<file path="src/rtl/gea_pkg.sv">
package gea_pkg;
  typedef enum logic [1:0] {
    SEL_IDLE = 2'd0,
    SEL_CYC  = 2'd1,
    SEL_ACY  = 2'd2
  } sel_e;
endpackage

</file>
<file path="src/rtl/gea_fifo.sv">
module gea_fifo #(
  parameter int W     = 9,
  parameter int DEPTH = 8,
  parameter int CW    = 16,
  localparam int AW   = $clog2(DEPTH),
  localparam int NW   = AW + 1
) (
  input  logic          clk,
  input  logic          rst,
  input  logic          in_valid,
  output logic          in_ready,
  input  logic [W-1:0]  in_data,
  input  logic          pop,
  output logic [W-1:0]  head,
  output logic          empty,
  output logic [NW-1:0] count,
  output logic [CW-1:0] drop_cnt,
  output logic [NW-1:0] peak
);
  logic [W-1:0]  mem [DEPTH];
  logic [AW-1:0] wptr, rptr;
  logic          push, do_pop;

  assign in_ready = (count != NW'(DEPTH));
  assign empty    = (count == '0);
  assign push     = in_valid && in_ready;
  assign do_pop   = pop && !empty;
  assign head     = mem[rptr];

  always_ff @(posedge clk) begin
    if (push) mem[wptr] <= in_data;
  end

  always_ff @(posedge clk) begin
    if (rst) begin
      wptr <= '0; rptr <= '0; count <= '0; drop_cnt <= '0; peak <= '0;
    end else begin
      if (push)   wptr <= (wptr == AW'(DEPTH-1)) ? '0 : wptr + 1'b1;
      if (do_pop) rptr <= (rptr == AW'(DEPTH-1)) ? '0 : rptr + 1'b1;
      count <= count + NW'(push) - NW'(do_pop);
      if (in_valid && !in_ready) drop_cnt <= drop_cnt + 1'b1;
      if (count > peak) peak <= count;
    end
  end


  drop_step_chk: assert property (@(posedge clk) disable iff (rst)
    (in_valid && !in_ready) |=> (drop_cnt == $past(drop_cnt) + 1'b1));

  peak_cover_chk: assert property (@(posedge clk) disable iff (rst)
    peak >= $past(count));
endmodule

</file>
<file path="src/rtl/gea_tokens.sv">
module gea_tokens #(
  parameter int TW = 4
) (
  input  logic          clk,
  input  logic          rst,
  input  logic          cycle_start,
  input  logic          take,
  input  logic [TW-1:0] refill,
  input  logic [TW-1:0] ceiling,
  output logic          avail
);
  logic [TW-1:0] tokens;
  logic [TW:0]   nxt;

  always_comb begin
    nxt = {1'b0, tokens};
    if (take && tokens != '0) nxt = nxt - 1'b1;
    if (cycle_start) nxt = nxt + {1'b0, refill};
    if (nxt > {1'b0, ceiling}) nxt = {1'b0, ceiling};
  end

  always_ff @(posedge clk) begin
    if (rst) tokens <= '0;
    else     tokens <= nxt[TW-1:0];
  end

  assign avail = (tokens != '0);


  token_ceil_chk: assert property (@(posedge clk) disable iff (rst)
    cycle_start |=> (tokens <= $past(ceiling)));
endmodule

</file>
<file path="src/rtl/gated_egress_arbiter.sv">
module gated_egress_arbiter
  import gea_pkg::*;
#(
  parameter int DW    = 8,
  parameter int DEPTH = 8,
  parameter int LW    = 8,
  parameter int TW    = 4,
  parameter int CW    = 16,
  localparam int NW   = $clog2(DEPTH) + 1
) (
  input  logic          clk,
  input  logic          rst,
  input  logic          cyc_in_valid,
  output logic          cyc_in_ready,
  input  logic [DW-1:0] cyc_in_data,
  input  logic          cyc_in_last,
  input  logic          acy_in_valid,
  output logic          acy_in_ready,
  input  logic [DW-1:0] acy_in_data,
  input  logic          acy_in_last,
  input  logic [LW-1:0] acy_in_len,
  output logic          acy_backpressure,
  input  logic          win_iso,
  input  logic          win_guard,
  input  logic          cycle_start,
  input  logic [LW-1:0] win_gap,
  input  logic [TW-1:0] cfg_refill,
  input  logic [TW-1:0] cfg_ceiling,
  input  logic [NW-1:0] cfg_bp_level,
  output logic          out_valid,
  input  logic          out_ready,
  output logic [DW-1:0] out_data,
  output logic          out_last,
  output logic          out_cyclic,
  output logic [CW-1:0] cyc_drop_cnt,
  output logic [CW-1:0] acy_drop_cnt,
  output logic [NW-1:0] cyc_peak,
  output logic [NW-1:0] acy_peak,
  output logic [CW-1:0] limit_hit_cnt,
  output logic [CW-1:0] cyc_late_cnt
);
  localparam int CQW = DW + 1;
  localparam int AQW = DW + 1 + LW;

  logic [CQW-1:0] cyc_head;
  logic [AQW-1:0] acy_head;
  logic           cyc_empty, acy_empty, cyc_pop, acy_pop;
  logic [NW-1:0]  cyc_count, acy_count;
  logic           tok_avail, tok_take, cyc_go, acy_ok, acy_go, win_iso_q;
  logic [LW-1:0]  acy_head_len;
  sel_e           sel_q;

  gea_fifo #(.W(CQW), .DEPTH(DEPTH), .CW(CW)) u_cyc_q (
    .clk(clk), .rst(rst), .in_valid(cyc_in_valid), .in_ready(cyc_in_ready),
    .in_data({cyc_in_last, cyc_in_data}), .pop(cyc_pop), .head(cyc_head),
    .empty(cyc_empty), .count(cyc_count), .drop_cnt(cyc_drop_cnt), .peak(cyc_peak));

  gea_fifo #(.W(AQW), .DEPTH(DEPTH), .CW(CW)) u_acy_q (
    .clk(clk), .rst(rst), .in_valid(acy_in_valid), .in_ready(acy_in_ready),
    .in_data({acy_in_len, acy_in_last, acy_in_data}), .pop(acy_pop), .head(acy_head),
    .empty(acy_empty), .count(acy_count), .drop_cnt(acy_drop_cnt), .peak(acy_peak));

  gea_tokens #(.TW(TW)) u_tokens (
    .clk(clk), .rst(rst), .cycle_start(cycle_start), .take(tok_take),
    .refill(cfg_refill), .ceiling(cfg_ceiling), .avail(tok_avail));

  assign acy_head_len     = acy_head[AQW-1 -: LW];
  assign acy_backpressure = (acy_count >= cfg_bp_level);

  // Start decisions: hard time gate for cyclic, budget plus fit for acyclic.
  assign cyc_go   = win_iso && !cyc_empty;
  assign acy_ok   = !acy_empty && !win_iso && !win_guard && (acy_head_len <= win_gap);
  assign acy_go   = !cyc_go && acy_ok && tok_avail;
  assign tok_take = (sel_q == SEL_IDLE) && acy_go;

  always_comb begin
    out_valid  = 1'b0;
    out_data   = '0;
    out_last   = 1'b0;
    out_cyclic = 1'b0;
    if (sel_q == SEL_CYC) begin
      out_valid  = !cyc_empty;
      out_data   = cyc_head[DW-1:0];
      out_last   = cyc_head[DW];
      out_cyclic = 1'b1;
    end else if (sel_q == SEL_ACY) begin
      out_valid  = !acy_empty;
      out_data   = acy_head[DW-1:0];
      out_last   = acy_head[DW];
    end
  end

  assign cyc_pop = (sel_q == SEL_CYC) && out_valid && out_ready;
  assign acy_pop = (sel_q == SEL_ACY) && out_valid && out_ready;

  always_ff @(posedge clk) begin
    if (rst) begin
      sel_q <= SEL_IDLE;
    end else begin
      case (sel_q)
        SEL_IDLE: if (cyc_go) sel_q <= SEL_CYC;
                  else if (acy_go) sel_q <= SEL_ACY;
        SEL_CYC:  if (cyc_pop && out_last) sel_q <= SEL_IDLE;
        SEL_ACY:  if (acy_pop && out_last) sel_q <= SEL_IDLE;
        default:  sel_q <= SEL_IDLE;
      endcase
    end
  end

  always_ff @(posedge clk) begin
    if (rst) begin
      win_iso_q     <= 1'b0;
      limit_hit_cnt <= '0;
      cyc_late_cnt  <= '0;
    end else begin
      win_iso_q <= win_iso;
      if (sel_q == SEL_IDLE && !cyc_go && acy_ok && !tok_avail)
        limit_hit_cnt <= limit_hit_cnt + 1'b1;
      if (win_iso_q && !win_iso && !cyc_empty && sel_q != SEL_CYC)
        cyc_late_cnt <= cyc_late_cnt + 1'b1;
    end
  end


  cyc_gate_chk: assert property (@(posedge clk) disable iff (rst)
    (sel_q == SEL_CYC && $past(sel_q) == SEL_IDLE) |-> $past(win_iso));

  acy_gate_chk: assert property (@(posedge clk) disable iff (rst)
    (sel_q == SEL_ACY && $past(sel_q) == SEL_IDLE)
      |-> $past(!win_iso && !win_guard && tok_avail && acy_head_len <= win_gap));

  no_cut_chk: assert property (@(posedge clk) disable iff (rst)
    (sel_q == SEL_CYC && !(cyc_pop && out_last)) |=> (sel_q == SEL_CYC));

  no_cut_acy_chk: assert property (@(posedge clk) disable iff (rst)
    (sel_q == SEL_ACY && !(acy_pop && out_last)) |=> (sel_q == SEL_ACY));
endmodule

</file>
<file path="config.mk">
export PLATFORM = sky130hd
export DESIGN_NAME = gated_egress_arbiter
export DESIGN_NICKNAME = d
export VERILOG_FILES = /design/src/rtl/gea_pkg.sv /design/src/rtl/gea_fifo.sv /design/src/rtl/gea_tokens.sv /design/src/rtl/gated_egress_arbiter.sv
export SDC_FILE = /design/constraint.sdc
export NUM_CORES = 1
export LEC_CHECK = 0
export ABC_AREA = 1
export BUFFER_PORTS_ARGS = -buffer_cell sky130_fd_sc_hd__buf_2
export CORE_ASPECT_RATIO = 0.75
export CORE_UTILIZATION = 55
export CTS_BUF_LIST = sky130_fd_sc_hd__clkbuf_4 sky130_fd_sc_hd__clkbuf_8
export CTS_CLUSTER_SIZE = 14
export DETAILED_ROUTE_END_ITERATION = 6
export GPL_TIMING_DRIVEN = 1
export PLACE_DENSITY = 0.74
export SLEW_MARGIN = 15
export SYNTH_ARGS = -nofsm -noshare
export SYNTH_HDL_FRONTEND = slang
export SYNTH_HIERARCHICAL = 1
export SYNTH_SLANG_ARGS = --single-unit
</file>
<file path="constraint.sdc">
create_clock -name clk -period 4.9 [get_ports clk]
set_clock_uncertainty 0.1 [all_clocks]
set_input_delay 0.245 -clock clk [delete_from_list [all_inputs] [get_ports clk]]
set_output_delay 0.245 -clock clk [all_outputs]
set_load 0.03 [all_outputs]
</file>
==> out/summary.txt <==
First-pass GRT wire length -> 53,100 microns
CTS tree -> built
Leakage power -> 6.94 nW
Drc violations -> 0
Fill cells -> 2,147
Worst Tran Pin Value -> 1.13 ns
TritonCTS sink count -> 313
CTS clk-pin slew, worst paths -> 0.06 ns
Cell mode on critical path -> nand2_1
Mapped Area -> 14,700 sq um
Register area share after synthesis -> 56.9%
Top post-synthesis cells by count -> nand2_1 (300), nor2_1 (284), edfxtp_1 (208)
Routed WL -> 33,900 microns
Slew HR -> 24.3%
I/O pin count -> 140
Net Switching -> 2.35 mW
Critical path type -> reg2reg
Final worst path period need -> 4.55 ns
FF+latch count, synth -> 313
WP buf/inv -> 3
DRT iter0 DRCs -> 821
CP Capture Type -> flop
DPL Wire Length -> 21,900 microns
Combinational Power Share -> 25.7%
Die footprint -> 27,300 sq um
Slew Viols, Final -> 0
Largest net degree at the start of global routing -> 46
Area Overhead vs Synth -> 15.9%
Flop pwr share -> 45.0%
EDFF count, synth -> 208
Die height -> 143 microns
Cell taking the most area after synthesis -> edfxtp_1
Total Routing Usage GR -> 24.6%
H-tree depth -> 2
Num CTS Buffers -> 49
Final Cell Area -> 17,000 sq um
Vias in the first global route -> 10,500
Sw Ratio -> 33.6%
Fin nets -> 1,900
Placement Cell Area -> 15,700 sq um
Critical path's top delay family -> simple AND/OR/NAND/NOR gates
Post-Syn Instances -> 1,596
Clock share of power -> 29.2%
Cell with the most instances after synthesis -> nand2_1
Yosys cell types -> 44
Post-route ant nets -> 0
Cell Pwr Density -> 412 nW/um^2
P_int -> 4.66 mW
Die X -> 191 microns
Slowest-stage cell, CP -> fa_2
Fin. Hold Viols -> 0
Initial antenna violation count -> 1
Worst-Skew Late Latency -> 0.58 ns
Crit-path max FO -> 23
Outcome -> finished clean
Worst hold margin -> 0.0554 ns
Starting density of the core -> 56.2%
Main synth FF type -> edfxtp_1
Clock root buffer -> clkbuf_8
Worst Path Arrival -> 4.90 ns
Core area -> 26,100 sq um
CP Data Required Time -> 5.25 ns
Site Rows -> 51
Syn. warnings -> 6
Post-synth top area share -> 42.6%
RePlAce Congestion -> 0.897
Peak supply drop -> 0.341 mV
Vias per inst -> 5.36
Synth top area cells -> edfxtp_1 (43%), dfxtp_1 (14%), nand2_1 (7.7%)
Max-cap viol count -> 0
CTS max path bufs -> 3
Synth async-reset ratio -> 0%
Class of the worst hold path -> in2reg
Total grt overflow -> 0
Fmax -> 220 MHz
Pre-Repair DR Iteration Count -> 6
Average wire per standard cell -> 15.6 microns
Period utilization -> 92.8%
Layout cell share with drive strength beyond 1 -> 15.4%
Net count after synthesis -> 1,706
Syn_area_per_cell -> 9.19 sq um
Largest stage delay, worst path -> 0.38 ns
# setup viols final -> 0
Setup crit start kind -> flop
Total number of vias -> 11,600
Port bufs -> 139
Finished Core Util -> 65.1%
-- tightest hold or removal path: cells and delay by family --
family | cells | cell delay [ns]
buffers and inverters | 1 | 0.14
and+or+nand+nor | 4 | 0.28
-- worst paths after layout --
kind / start / to / slack (ns) / cells past startpoint
hold reg to reg: u_acy_q/drop_cnt[1] / u_acy_q/drop_cnt[1] / 0.39 / 2
hold / removal: cycle_start / u_tokens/tokens[0] / 0.06 / 5
setup / recovery: flop / u_tokens/tokens[3] / 0.35 / 32
setup reg to reg: flop / u_tokens/tokens[3] / 0.35 / 32
-- cells by family (layout without fill, tap and decap cells) --
logic type	Yosys count	in the layout	synth area share (%)
fa+ha+maj	56	56	4.93
buf+inv	205	438	5.74
xor+xnor	14	14	0.836
other cells	0	1	0
flops	313	313	56.9
compound gates	268	268	9.34
simple gates	740	740	22.2
-- flip-flops by register name (all words and copies together), names as in the netlist, named ones only --
register and cells:
u_cyc_q/rptr 3, u_acy_q/count 4, u_cyc_q/count 4, u_cyc_q/peak 4, sel_q 2, u_cyc_q/mem 72
limit_hit_cnt 16, win_iso_q 1, u_acy_q/peak 4, cyc_late_cnt 16, u_cyc_q/drop_cnt 16, u_cyc_q/wptr 3
u_acy_q/rptr 3, u_acy_q/mem 136, u_acy_q/drop_cnt 16, u_tokens/tokens 4, u_acy_q/wptr 3
-- cells in the final DEF, fill, tap and decap left out, types with 2 or more instances in the layout --
cell	instances
a211oi_1	2
a21oi_1	66
a31oi_1	2
and2_1	2
and3_1	2
buf_2	139
buf_4	20
clkbuf_4	13
clkbuf_8	50
clkinv_1	19
clkinv_2	9
dfxtp_1	103
dfxtp_4	2
dlygate4sd3_1	35
edfxtp_1	208
fa_1	2
ha_1	53
inv_1	141
inv_2	6
nand2_1	300
nand2_2	3
nand2_4	3
nand3_1	56
nand3_2	5
nand3_4	3
nand4_1	45
nor2_1	283
nor2_2	4
nor2_4	7
nor2_8	4
nor3_1	16
nor3_2	2
o211a_1	2
o21ai_0	152
o21ai_1	39
xnor2_1	7
xor2_1	7
-- cell type report --
cell class / instances / area (sq um) / share of cell area (%)
Sequential cell: 313 / 8360 / 49.2
Multi-Input combinational cell: 1078 / 5480 / 32.2
Timing Repair Buffer: 197 / 1250 / 7.37
Clock buffer: 63 / 786 / 4.62
Inverter: 151 / 573 / 3.37
Tap cell: 344 / 430 / 2.53
Clock inverter: 27 / 118 / 0.692
Antenna cell: 1 / 2.50 / 0.0147
-- power by group through the flow --
stage | Combinational (mW) | Sequential, mW | Clock, mW
after floorplan | 1.24 | 3.23 | 0
after global placement | 1.69 | 3.20 | 0
after detailed placement | 1.75 | 3.21 | 0
after CTS | 1.78 | 3.16 | 2.10
after global routing | 2.02 | 3.17 | 2.22
final | 1.80 | 3.16 | 2.05
-- per-layer routing --
| layer | track usage (%) | share of wire, % | up-vias |
|---|---|---|---|
| li1 | - | - | 5770 |
| met1 | 36.2 | 47 | 5432 |
| met2 | 36.9 | 44 | 401 |
| met3 | 5.03 | 7.6 | 41 |
| met4 | 6.82 | 1.7 | 0 |
| met5 | 0 | 0 | - |
-- per-stage QoR --
stage          setup TNS, ns  total power [mW]  cells  setup slack (ns)
2_1_floorplan              0              4.47   1596             0.745
3_3_place_gp               0              4.89   2045             0.352
3_5_place_dp               0              4.96   2045            0.0143
4_1_cts                    0              7.04   2170            0.0945
5_1_grt             -0.00583              7.41   2174          -0.00583
6_report                   0              7.01   2174             0.352
-- repair_timing --
| action | 4_1_cts | 5_1_grt |
|---|---|---|
| cloned | 0 | 1 |
| endpoints found under the hold margin | 219 | 0 |
| gates resized for setup | 2 | 11 |
| hold buffers | 35 | 0 |
| setup buffers | 0 | 2 |
| setup endpoints to repair | 4 | 4 |
| pin swaps | 0 | 1 |
No activity file was read; power rests on OpenSTA's default activity.
